===== src/rtl/wprotSeqPkg.sv =====
package wprotSeqPkg;

  localparam int NUM_STEPS = 5;
  localparam int HIT_AA_A = 0;
  localparam int HIT_55_B = 1;
  localparam int HIT_A0_A = 2;
  localparam int HIT_80_A = 3;
  localparam int HIT_20_A = 4;

  typedef enum logic [2:0] {
    SEQ_IDLE  = 3'd0,
    SEQ_U1    = 3'd1,
    SEQ_U2    = 3'd2,
    SEQ_D3    = 3'd3,
    SEQ_D4    = 3'd4,
    SEQ_D5    = 3'd5,
    SEQ_ARMED = 3'd6
  } seqState_t;

  typedef struct packed {
    logic commit;
    logic setProt;
    logic clrProt;
  } ctrlStrb_t;

endpackage


===== src/rtl/wprotSeqMatch.sv =====
module wprotSeqMatch
  import wprotSeqPkg::*;
#(
  parameter int ADDR_W = 13,
  parameter int DATA_W = 8,
  parameter logic [ADDR_W-1:0] ADDR_A = 13'h1555,
  parameter logic [ADDR_W-1:0] ADDR_B = 13'h0AAA,
  parameter logic [DATA_W-1:0] CODE_LEAD = 8'hAA,
  parameter logic [DATA_W-1:0] CODE_SECOND = 8'h55,
  parameter logic [DATA_W-1:0] CODE_ARM = 8'hA0,
  parameter logic [DATA_W-1:0] CODE_PREDIS = 8'h80,
  parameter logic [DATA_W-1:0] CODE_DISARM = 8'h20
) (
  input  logic              clk,
  input  logic              rstN,
  input  logic              wrStrobe,
  input  logic [ADDR_W-1:0] wrAddr,
  input  logic [DATA_W-1:0] wrData,
  input  ctrlStrb_t         strb,
  output logic [NUM_STEPS-1:0] hit,
  output logic              commitEn,
  output logic              protOn
);

  localparam logic [ADDR_W-1:0] STEP_ADDR [NUM_STEPS] =
    '{ADDR_A, ADDR_B, ADDR_A, ADDR_A, ADDR_A};
  localparam logic [DATA_W-1:0] STEP_DATA [NUM_STEPS] =
    '{CODE_LEAD, CODE_SECOND, CODE_ARM, CODE_PREDIS, CODE_DISARM};

  for (genvar i = 0; i < NUM_STEPS; i++) begin : gStep
    assign hit[i] = wrStrobe && (wrAddr == STEP_ADDR[i]) && (wrData == STEP_DATA[i]);
  end

  logic protQ;

  always_ff @(posedge clk) begin
    if (!rstN) begin
      protQ <= 1'b0;
    end else if (strb.setProt) begin
      protQ <= 1'b1;
    end else if (strb.clrProt) begin
      protQ <= 1'b0;
    end
  end

  assign protOn   = protQ;
  assign commitEn = strb.commit;

endmodule


===== src/rtl/wprotSeqCtrl.sv =====
module wprotSeqCtrl
  import wprotSeqPkg::*;
(
  input  logic                 clk,
  input  logic                 rstN,
  input  logic                 wrStrobe,
  input  logic [NUM_STEPS-1:0] hit,
  input  logic                 protOn,
  output ctrlStrb_t            strb
);

  seqState_t stateQ, stateD;

  always_comb begin
    stateD       = stateQ;
    strb.commit  = 1'b0;
    strb.setProt = 1'b0;
    strb.clrProt = 1'b0;
    if (wrStrobe) begin
      // default: a break or a plain write falls back to idle
      stateD      = SEQ_IDLE;
      strb.commit = !protOn;
      unique case (stateQ)
        SEQ_IDLE: begin
          if (hit[HIT_AA_A]) begin
            stateD      = SEQ_U1;
            strb.commit = 1'b0;
          end
        end
        SEQ_U1, SEQ_D4: begin
          if (hit[HIT_55_B]) begin
            stateD      = (stateQ == SEQ_U1) ? SEQ_U2 : SEQ_D5;
            strb.commit = 1'b0;
          end
        end
        SEQ_U2: begin
          if (hit[HIT_A0_A]) begin
            stateD       = SEQ_ARMED;
            strb.commit  = 1'b0;
            strb.setProt = 1'b1;
          end else if (hit[HIT_80_A]) begin
            stateD      = SEQ_D3;
            strb.commit = 1'b0;
          end
        end
        SEQ_D3: begin
          if (hit[HIT_AA_A]) begin
            stateD      = SEQ_D4;
            strb.commit = 1'b0;
          end
        end
        SEQ_D5: begin
          if (hit[HIT_20_A]) begin
            strb.commit  = 1'b0;
            strb.clrProt = 1'b1;
          end
        end
        SEQ_ARMED: begin
          strb.commit = 1'b1;
        end
        default: ;
      endcase
    end
  end

  always_ff @(posedge clk) begin
    if (!rstN) begin
      stateQ <= SEQ_IDLE;
    end else begin
      stateQ <= stateD;
    end
  end

endmodule


===== src/rtl/wprotSeqGuard.sv =====
module wprotSeqGuard
  import wprotSeqPkg::*;
#(
  parameter int ADDR_W = 13,
  parameter int DATA_W = 8,
  parameter logic [ADDR_W-1:0] ADDR_A = 13'h1555,
  parameter logic [ADDR_W-1:0] ADDR_B = 13'h0AAA
) (
  input  logic              clk,
  input  logic              rstN,
  input  logic              wrStrobe,
  input  logic [ADDR_W-1:0] wrAddr,
  input  logic [DATA_W-1:0] wrData,
  output logic              commitEn,
  output logic              protOn
);

  ctrlStrb_t            strb;
  logic [NUM_STEPS-1:0] hit;

  wprotSeqMatch #(
    .ADDR_W(ADDR_W),
    .DATA_W(DATA_W),
    .ADDR_A(ADDR_A),
    .ADDR_B(ADDR_B)
  ) uMatch (
    .clk(clk),
    .rstN(rstN),
    .wrStrobe(wrStrobe),
    .wrAddr(wrAddr),
    .wrData(wrData),
    .strb(strb),
    .hit(hit),
    .commitEn(commitEn),
    .protOn(protOn)
  );

  wprotSeqCtrl uCtrl (
    .clk(clk),
    .rstN(rstN),
    .wrStrobe(wrStrobe),
    .hit(hit),
    .protOn(protOn),
    .strb(strb)
  );

endmodule


===== config.mk =====
export PLATFORM = sky130hd
export DESIGN_NAME = wprotSeqGuard
export DESIGN_NICKNAME = d
export VERILOG_FILES = /design/src/rtl/wprotSeqPkg.sv /design/src/rtl/wprotSeqMatch.sv /design/src/rtl/wprotSeqCtrl.sv /design/src/rtl/wprotSeqGuard.sv
export SDC_FILE = /design/constraint.sdc
export NUM_CORES = 1
export LEC_CHECK = 0
export CELL_PAD_IN_SITES_DETAIL_PLACEMENT = 1
export CELL_PAD_IN_SITES_GLOBAL_PLACEMENT = 1
export CORE_UTILIZATION = 28
export DETAILED_ROUTE_END_ITERATION = 10
export PLACE_DENSITY = 0.79
export SLEW_MARGIN = 20
export SYNTH_ARGS = -nofsm -noshare
export SYNTH_HDL_FRONTEND = slang
export SYNTH_HIERARCHICAL = 1
export SYNTH_SLANG_ARGS = --single-unit

===== constraint.sdc =====
create_clock -name clk -period 4 [get_ports clk]
set_input_delay 0.6 -clock clk [delete_from_list [all_inputs] [get_ports clk]]
set_output_delay 0.6 -clock clk [all_outputs]
set_load 0.01 [all_outputs]

=== Yosys cells after proc, flatten, opt, wreduce, memory -nomap -nowiden ===
Index checks and enable logic that the tools add are counted.

* Bits in registers: 4
* Latch bits: 0
* Memory bits (writable): 0
* Memory bits (read-only): 0
* Bits of input ports: 24
* Memories kept: 0

* Add/sub/neg operators: 0
* $mul: 0
* Divide/modulo/power cells: 0
* Order comparisons: 0
* Equal/unequal tests: 13
* Shift operators: 0
* Mux-type cells: 20
* Bitwise logic cells: 0
* Reduce and logical (&&, ||, !) cells: 12

{| class="wikitable"
|+ Operator list
! kind !! number
|-
| $eq 8x8->1 const B || 3
|-
| $mux 3 || 5
|-
| $eq 13x12->1 const B || 1
|-
| $eq 13x13->1 const B || 1
|-
| $mux 1 || 12
|-
| $pmux 3 s4 || 1
|-
| $eq 3x3->1 const B || 3
|-
| $eq 8x6->1 const B || 1
|-
| $eq 8x7->1 const B || 1
|-
| $logic_and 1x1->1 || 7
|-
| $eq 3x2->1 const B || 2
|-
| $pmux 1 s5 || 1
|-
| $reduce_or 2->1 || 2
|-
| $eq 3x1->1 const B || 1
|-
| $logic_not 3->1 || 1
|-
| $mux 2 || 1
|-
| $reduce_bool 2->1 || 1
|-
| $logic_not 1->1 || 1
|}

=== Longest topological paths before layout ===
Gate-level depths: netlist (run 1).

* Word-level depth: 9
* Mapped depth: 8
* Mapped depth without buffers: 7

=== Modules after synthesis ===
The synthesis (run 1) kept the hierarchy.

{| class="wikitable"
|+ Modules (own cells, without submodules)
! module !! instances !! cells each !! area each (um^2) !! sequential area each (um^2)
|-
| wprotSeqCtrl || 1 || 43 || 307.8 || 60.1
|-
| wprotSeqMatch || 1 || 28 || 214.0 || 20.0
|}

=== Least setup slack after synthesis (run 1) ===
Ideal clock, no wire load.

* Path type: input to output
* Start: input wrData[1]
* End: output commitEn
* Data arrival time: 1.989 ns
* Data required time: 3.400 ns
* Slack: 1.411 ns
* Stages: 7
* Cells stage by stage: or3_4 > nor4b_2 > and4_1 > mux2i_1 > a211oi_1 > a311oi_2 > buf_4

{| class="wikitable"
|+ RTL lines
! what !! line !! RTL
|-
| from (decl) || wprotSeqGuard.sv:13 || <nowiki>input logic [DATA_W-1:0] wrData,</nowiki>
|-
| to (decl) || wprotSeqGuard.sv:14 || <nowiki>output logic commitEn,</nowiki>
|}

=== Worst setup path in the final report (run 1) ===
* Start: input wrAddr[2]
* End: output commitEn

* Elaborated cells on any way between the ends: 16
* Classes of those cells: eq/ne: 2; mux: 7; reduce/logical: 7

{| class="wikitable"
|+ RTL lines
! what !! line !! RTL
|-
| from (decl) || wprotSeqGuard.sv:12 || <nowiki>input logic [ADDR_W-1:0] wrAddr,</nowiki>
|-
| $eq 13x13->1 || wprotSeqMatch.sv:31 || <nowiki>assign hit[i] = wrStrobe && (wrAddr == STEP_ADDR[i]) && (wrData == STEP_DATA[i]);</nowiki>
|-
| $logic_and 1x1->1 (2 in series) || wprotSeqMatch.sv:31 ||
|-
| named net hit[0] || wprotSeqGuard.sv:19 || <nowiki>logic [NUM_STEPS-1:0] hit;</nowiki>
|-
| $mux 1 || wprotSeqCtrl.sv:25, wprotSeqCtrl.sv:47 ||
|-
| $pmux 1 s5 || wprotSeqCtrl.sv:23 || <nowiki>unique case (stateQ)</nowiki>
|-
| $mux 3 || wprotSeqCtrl.sv:19 || <nowiki>if (wrStrobe) begin</nowiki>
|}

The timed path passes the listed nets, and every way through them passes these cells.

==> results of run 1 <==
[state kept, by name, indices dropped and copies added, names as in the netlist]
register	flops
uMatch/protOn	1
uCtrl/stateQ	3
[how the worst max path moves through the flow]
stage	cells after the start	slack [ns]	startpoint	endpoint
after global placement	9	0.38	wrAddr[4]	commitEn
after detailed placement	9	0.32	wrAddr[2]	commitEn
after global routing	9	0.15	wrAddr[2]	commitEn
final	9	0.33	wrAddr[2]	commitEn
after CTS	9	0.31	wrAddr[2]	commitEn
after floorplan	7	1.41	wrData[1]	commitEn
[logic make-up after synthesis]
group / synth area share [%]
AOI/OAI and AO/OA: 19.7
and+or+nand+nor: 53.0
buffers and inverters: 10.1
DFF: 15.3
muxes: 1.92
[power groups by stage]
stage               combinational [mW]  clock, mW  sequential (mW)
finish                          0.0374     0.0498           0.0401
global route                    0.0399     0.0570           0.0400
CTS                             0.0376     0.0527           0.0401
detailed placement              0.0375          0           0.0407
global placement                0.0368          0           0.0407
floorplan                      0.00822          0           0.0407
[worst reg2reg max path, stage by stage (launching register included)]
cell and delay (ns):
sky130_fd_sc_hd__dfxtp_1 0.56, sky130_fd_sc_hd__o22ai_1 0.17, sky130_fd_sc_hd__a221oi_1 0.28, sky130_fd_sc_hd__nor3_1 0.07
[cells in the mapped netlist, types with 2 or more instances]
cell type,instances
sky130_fd_sc_hd__a21oi_1,3
sky130_fd_sc_hd__nand2b_1,3
sky130_fd_sc_hd__nand4_1,3
sky130_fd_sc_hd__nor4b_1,2
sky130_fd_sc_hd__dfxtp_1,4
sky130_fd_sc_hd__nor2_1,6
sky130_fd_sc_hd__o21ai_0,2
sky130_fd_sc_hd__buf_6,2
sky130_fd_sc_hd__nand2_1,6
sky130_fd_sc_hd__nand3_1,3
sky130_fd_sc_hd__o22ai_1,2
sky130_fd_sc_hd__nor2b_1,3
sky130_fd_sc_hd__o21ai_1,2
sky130_fd_sc_hd__a211oi_1,2
sky130_fd_sc_hd__inv_1,3
sky130_fd_sc_hd__nor3_1,6
sky130_fd_sc_hd__nor4bb_1,2
[stage by stage]
stage	instances	setup slack (ns)	util [%]	hold slack, ns	cell area [um^2]
global route	121	0.149	45.6	0.660	796
detailed placement	118	0.316	44.3	0.611	773
CTS	121	0.306	45.6	0.625	796
finish	121	0.331	45.6	0.630	796
global placement	118	0.384	44.3	0.607	773
floorplan	71	1.41	-	0.595	522
[cell type report]
type,count,area share (%)
Multi-Input combinational cell,59,48.9
Timing Repair Buffer,26,32.4
Sequential cell,4,10.1
Tap cell,25,3.93
Clock buffer,3,2.83
Inverter,4,1.89
[routing by layer]
metal	GRT usage [%]	up-vias	wire length, um
met5	0	-	0
li1	-	318	-
met2	27.8	11	808
met1	23.0	295	736
met3	5.20	2	50
met4	2.42	0	21
==> run summary, run 1 <==
=========================================================================
Global placer's final weighted congestion ..................        0.757
Crit path launch type ...................................... primary input
Post-synthesis instance area ...............................     522 um^2
Worst EP arrival ...........................................      3.07 ns
Area of the die ............................................    2040 um^2
Number of top-level pins ...................................           26
Seq/Total Area, Yosys ......................................        15.3%
Highest fanout seen on the critical path ...................            4
GR Overflow Total ..........................................            0
Longest individual stage delay on the worst path ...........      0.50 ns
Antenna-violating nets left ................................            0
Total of cells resized after clock tree synthesis ..........            0
DP Wirelength ..............................................      1370 um
Internal power .............................................      99.7 uW
Post-Route WL ..............................................      1620 um
Combinational cell fraction of total power .................        29.4%
Average size of a mapped cell ..............................    7.35 um^2
Dominant cell type by area after synthesis ................. sky130_fd_sc_hd__dfxtp_1
Share of layout cells above drive strength 1 ...............        10.4%
Synthesized instance count .................................           71
Max-capacitance violation count ............................            0
Number of flops mapped to enable cells by yosys ............            0
Library cell used as clock root buffer ..................... sky130_fd_sc_hd__clkbuf_4
Leading post-synthesis cells by cell area .................. sky130_fd_sc_hd__dfxtp_1 (15%), sky130_fd_sc_hd__nor3_1 (5.8%), sky130_fd_sc_hd__buf_6 (4.3%)
Largest delay contributor family on the critical path ...... simple AND/OR/NAND/NOR gates
Number of setup buffers added after CTS ....................            0
# setup viols final ........................................            0
Post-synth top area share ..................................        15.3%
Count of filler cells inserted in the layout ...............          220
Worst Reg2Reg Path Length in Cells .........................            3
Area of the core region ....................................    1750 um^2
Drt first pass iters .......................................            4
Sequential standard cell area ..............................    80.1 um^2
Critical setup path kind ...................................       in2out
Number of synthesized register bits ........................            4
Worst-path cell chain ...................................... clkdlybuf4s50_1 > nor4b_1 > nand2_1 > nor3_1 > nor2b_1 > a211oi_1 > a211oi_1 > a311oi_2 > clkdlybuf4s50_1
Outcome ....................................................    completed
Post-synth net total .......................................           95
Total number of nets in the final design ...................          122
Hold Path Origin ........................................... uMatch/protOn
Required time at the worst-slack endpoint ..................      3.40 ns
Vert. Die Dim ..............................................      45.2 um
Starting density of the core ...............................        29.9%
Number of buffer and inverter stages on the critical path ..            2
Count of clock tree sinks ..................................            4
Clock tree from TritonCTS ..................................        built
Least-Margin Pin Slew ......................................     0.418 ns
Register-to-register setup slack ...........................      2.80 ns
Buffers on Ports ...........................................           25
Sequential group share of total power ......................        31.5%
Largest vdd supply drop ....................................       151 uV
Final period utilization ...................................        91.7%
Power density of the placed cells ..........................  160 nW/um^2
Net Sw Frac ................................................        21.7%
Hold Path Sink ............................................. uMatch/protOn
Async SR Flop Fraction .....................................           0%
Most common cell after layout, fill and taps aside ......... sky130_fd_sc_hd__clkdlybuf4s50_1
Total vias in the final route ..............................          626
Clock Latency Late Sink ....................................      0.24 ns
Class of the worst hold path ...............................      reg2reg
Min cycle time layout ......................................      3.67 ns
Level count of the clock H-tree ............................            1
Unrepaired setup endpoints after global routing ............           no
Static leakage power .......................................     0.249 nW
Area growth, synth to finish ...............................        52.5%
CTS clock-pin slew for the worst setup and hold paths ......      0.04 ns
Number of instances on the worst hold path .................            2
Peak clock frequency supported by timing ...................      273 MHz
Routed via count divided by cell count .....................         5.17
Maximum count of clock buffers along a single path .........            2
Antenna cell count .........................................            0
CTS buffer count ...........................................            3
Number of max-slew violations in the final report ..........            0
Total negative slack .......................................         0 ns
PnR Total Power ............................................       127 uW
Pin count of the biggest net entering global routing .......           13
Primary flip-flop cell chosen by synthesis mapping ......... sky130_fd_sc_hd__dfxtp_1
Wire per inst ..............................................      13.4 um
Count of endpoints failing hold in the final timing report .            0
Capturing point of the worst reg2reg path .................. uCtrl/stateQ[0]
Post-CTS Hold Fix Bufs .....................................            0
First-pass GRT wire length .................................      2590 um
Clock Power Share ..........................................        39.1%
Source of the worst register-to-register timing path ....... uCtrl/stateQ[1]
Net switching power figure .................................      27.7 uW
Yosys Warn Count ...........................................            6
Library cells used by synthesis ............................           34
Cell with the largest stage delay on the worst path ........ sky130_fd_sc_hd__clkdlybuf4s50_1
Max-Slew Margin vs Limit ...................................        71.9%
Initial antenna violation count ............................            0
Crit. End Element ..........................................  output port
Combined global-route utilization of all metal layers ......        17.2%
DIE WIDTH ..................................................      45.2 um
Violation count after the first detailed-routing iteration .           19
Remaining routing DRC violations ...........................            0
Commonest cells after routing, fill and taps aside ......... sky130_fd_sc_hd__clkdlybuf4s50_1 (25), sky130_fd_sc_hd__nand2_1 (6), sky130_fd_sc_hd__nor3_1 (6), sky130_fd_sc_hd__nor2_1 (6), sky130_fd_sc_hd__dfxtp_1 (4)
Area taken by multi-input logic gates ......................     389 um^2
Number of global-route vias before repair ..................          595
Clock skew after layout ....................................   0.00686 ns
Placement Rows .............................................           15
=========================================================================
(Power assumes the default switching activity.)
==> inputs of run 2 (changes only) <==
CORE_UTILIZATION = 26   (was 28)
PLACE_DENSITY = 0.74   (was 0.79)
==> run 2 against run 1 <==
Net effect: critical path depth is the same; die area grew 7.3%; flip-flop and latch count is the same; hold slack lost 0.0080 ns; count of clock-buffer cells in the layout is the same; clock skew shrank 0.00088 ns; critical path type unchanged; largest cell class unchanged.
==> run summary, run 2 (synthesized netlist as in run 1, its figures left out) <==
=========================================================================
Critical setup path kind ...................................       in2out   unchanged
Clock Power Share ..........................................        40.1%   was 39.1%
Drt first pass iters .......................................            4   unchanged
Remaining routing DRC violations ...........................            0   unchanged
Worst path setup slack after routing .......................     0.440 ns   was 0.331 ns
Wire per inst ..............................................      13.6 um   was 13.4 um
Power density of the placed cells ..........................  163 nW/um^2   was 160 nW/um^2
Level count of the clock H-tree ............................            1   unchanged
Peak clock frequency supported by timing ...................      281 MHz   was 273 MHz
PnR Total Power ............................................       130 uW   was 127 uW
Outcome ....................................................    completed   unchanged
Most common cell after layout, fill and taps aside ......... sky130_fd_sc_hd__clkdlybuf4s50_1   unchanged
Max-Slew Margin vs Limit ...................................        73.5%   was 71.9%
# setup viols final ........................................            0   unchanged
Count of clock tree sinks ..................................            4   unchanged
Hold Path Sink ............................................. uMatch/protOn   unchanged
Maximum count of clock buffers along a single path .........            2   unchanged
Hold slack .................................................     0.622 ns   was 0.630 ns
Combinational cell fraction of total power .................        29.0%   was 29.4%
Number of top-level pins ...................................           26   unchanged
Area of the die ............................................    2190 um^2   was 2040 um^2
Final period utilization ...................................        89.0%   was 91.7%
Worst slack after detailed placement .......................     0.437 ns   was 0.316 ns
Combined global-route utilization of all metal layers ......        17.9%   was 17.2%
Count of non-filler cells in the finished layout ...........          121   unchanged
Number of global-route vias before repair ..................          619   was 595
Worst EP arrival ...........................................      2.96 ns   was 3.07 ns
Final Util .................................................        44.2%   was 45.6%
Sequential group share of total power ......................        30.9%   was 31.5%
Post-Route WL ..............................................      1640 um   was 1620 um
Count of endpoints failing hold in the final timing report .            0   unchanged
GR Overflow Total ..........................................            0   unchanged
Min cycle time layout ......................................      3.56 ns   was 3.67 ns
Post-CTS Hold Fix Bufs .....................................            0   unchanged
Area of the core region ....................................    1800 um^2   was 1750 um^2
Unrepaired setup endpoints after global routing ............           no   unchanged
Number of instances on the worst hold path .................            2   unchanged
Number of max-slew violations in the final report ..........            0   unchanged
DP Wirelength ..............................................      1400 um   was 1370 um
Routed via count divided by cell count .....................         5.11   was 5.17
Largest vdd supply drop ....................................       121 uV   was 151 uV
Number of setup buffers added after CTS ....................            0   unchanged
Total placed instance area .................................     773 um^2   unchanged
Area growth, synth to finish ...............................        52.5%   unchanged
Clock Latency Late Sink ....................................      0.24 ns   about the same
Source of the worst register-to-register timing path ....... uCtrl/stateQ[1]   unchanged
Static leakage power .......................................     0.249 nW   unchanged
Least-Margin Pin Slew ......................................     0.397 ns   was 0.418 ns
Register-to-register setup slack ...........................      2.82 ns   was 2.80 ns
Post-route cell area .......................................     796 um^2   unchanged
Worst Reg2Reg Path Length in Cells .........................            3   unchanged
Clock tree from TritonCTS ..................................        built   unchanged
Total vias in the final route ..............................          618   was 626
Number of cells in the design after placement ..............          118   unchanged
Share of layout cells above drive strength 1 ...............        10.4%   unchanged
DIE WIDTH ..................................................      46.8 um   was 45.2 um
Count of filler cells inserted in the layout ...............          236   was 220
Total number of nets in the final design ...................          122   unchanged
Buffers on Ports ...........................................           25   unchanged
Net Sw Frac ................................................        23.0%   was 21.7%
Crit. End Element ..........................................  output port   unchanged
Capturing point of the worst reg2reg path .................. uCtrl/stateQ[0]   unchanged
Global placer's final weighted congestion ..................        0.784   was 0.757
First-pass GRT wire length .................................      2750 um   was 2590 um
Sequential standard cell area ..............................    80.1 um^2   unchanged
Hold Path Origin ........................................... uMatch/protOn   unchanged
Placement Rows .............................................           15   unchanged
Class of the worst hold path ...............................      reg2reg   unchanged
Highest fanout seen on the critical path ...................            3   was 4
Library cell used as clock root buffer ..................... sky130_fd_sc_hd__clkbuf_4   unchanged
Crit path launch type ...................................... primary input   unchanged
Clock skew after layout ....................................   0.00598 ns   was 0.00686 ns
Antenna cell count .........................................            0   unchanged
Number of flip-flops in the largest register ...............            3   unchanged
Required time at the worst-slack endpoint ..................      3.40 ns   about the same
Initial antenna violation count ............................            0   unchanged
Max-capacitance violation count ............................            0   unchanged
Total of cells resized after clock tree synthesis ..........            0   unchanged
Starting density of the core ...............................        29.0%   was 29.9%
Internal power .............................................      99.8 uW   was 99.7 uW
Vert. Die Dim ..............................................      46.8 um   was 45.2 um
Violation count after the first detailed-routing iteration .            2   was 19
Net switching power figure .................................      29.8 uW   was 27.7 uW
Antenna-violating nets left ................................            0   unchanged
CTS buffer count ...........................................            3   unchanged
CTS clock-pin slew for the worst setup and hold paths ......      0.04 ns   about the same
Pin count of the biggest net entering global routing .......           13   unchanged
Area taken by multi-input logic gates ......................     389 um^2   unchanged
Largest Register ........................................... uCtrl/stateQ   unchanged
Commonest cells after routing, fill and taps aside ......... sky130_fd_sc_hd__clkdlybuf4s50_1 (25), sky130_fd_sc_hd__nand2_1 (6), sky130_fd_sc_hd__nor3_1 (6), sky130_fd_sc_hd__nor2_1 (6), sky130_fd_sc_hd__dfxtp_1 (4)   unchanged
Total negative slack .......................................         0 ns   unchanged
=========================================================================
==> run 2: worst max path at each step <==
stage | cells past startpoint | slack, ns | end | startpoint
floorplan | 7 | 1.41 | commitEn | wrData[1]
global placement | 8 | 0.44 | commitEn | wrData[1]
detailed placement | 8 | 0.44 | commitEn | wrData[1]
CTS | 9 | 0.43 | commitEn | wrStrobe
global route | 9 | 0.20 | commitEn | wrAddr[2]
finish | 9 | 0.44 | commitEn | wrStrobe
==> run 2: layout make-up <==
cell class	instances	share of cell area, %
repair buffers	26	32.4
flip-flops and latches	4	10.1
clock buffers	3	2.83
multi-input cells	59	48.9
inverters	4	1.89
well taps	25	3.93
==> run 2: power groups by stage <==
stage	combinational (mW)	clock, mW	sequential, mW
after floorplan	0.00822	0	0.0407
after global placement	0.0370	0	0.0407
after detailed placement	0.0378	0	0.0407
after CTS	0.0379	0.0542	0.0401
after global routing	0.0402	0.0589	0.0400
final	0.0376	0.0519	0.0401
==> run 2: critical path, stage by stage <==
cell and delay (ns):
sky130_fd_sc_hd__clkdlybuf4s50_1 0.51, sky130_fd_sc_hd__and4b_1 0.25, sky130_fd_sc_hd__nand4_1 0.17, sky130_fd_sc_hd__nor3_1 0.36, sky130_fd_sc_hd__nor2b_1 0.18, sky130_fd_sc_hd__a211oi_1 0.06
sky130_fd_sc_hd__a211oi_1 0.27, sky130_fd_sc_hd__a311oi_2 0.06, sky130_fd_sc_hd__clkdlybuf4s50_1 0.50
==> run 2: layer usage <==
| metal | global-route usage (%) | part of all wire (%) | wire (um) | vias up |
|---|---|---|---|---|
| li1 | - | - | - | 320 |
| met1 | 22.7 | 45 | 740 | 289 |
| met2 | 30.8 | 52 | 856 | 9 |
| met3 | 5.77 | 2.7 | 45 | 0 |
| met4 | 1.71 | 0 | 0 | 0 |
| met5 | 0 | 0 | 0 | - |
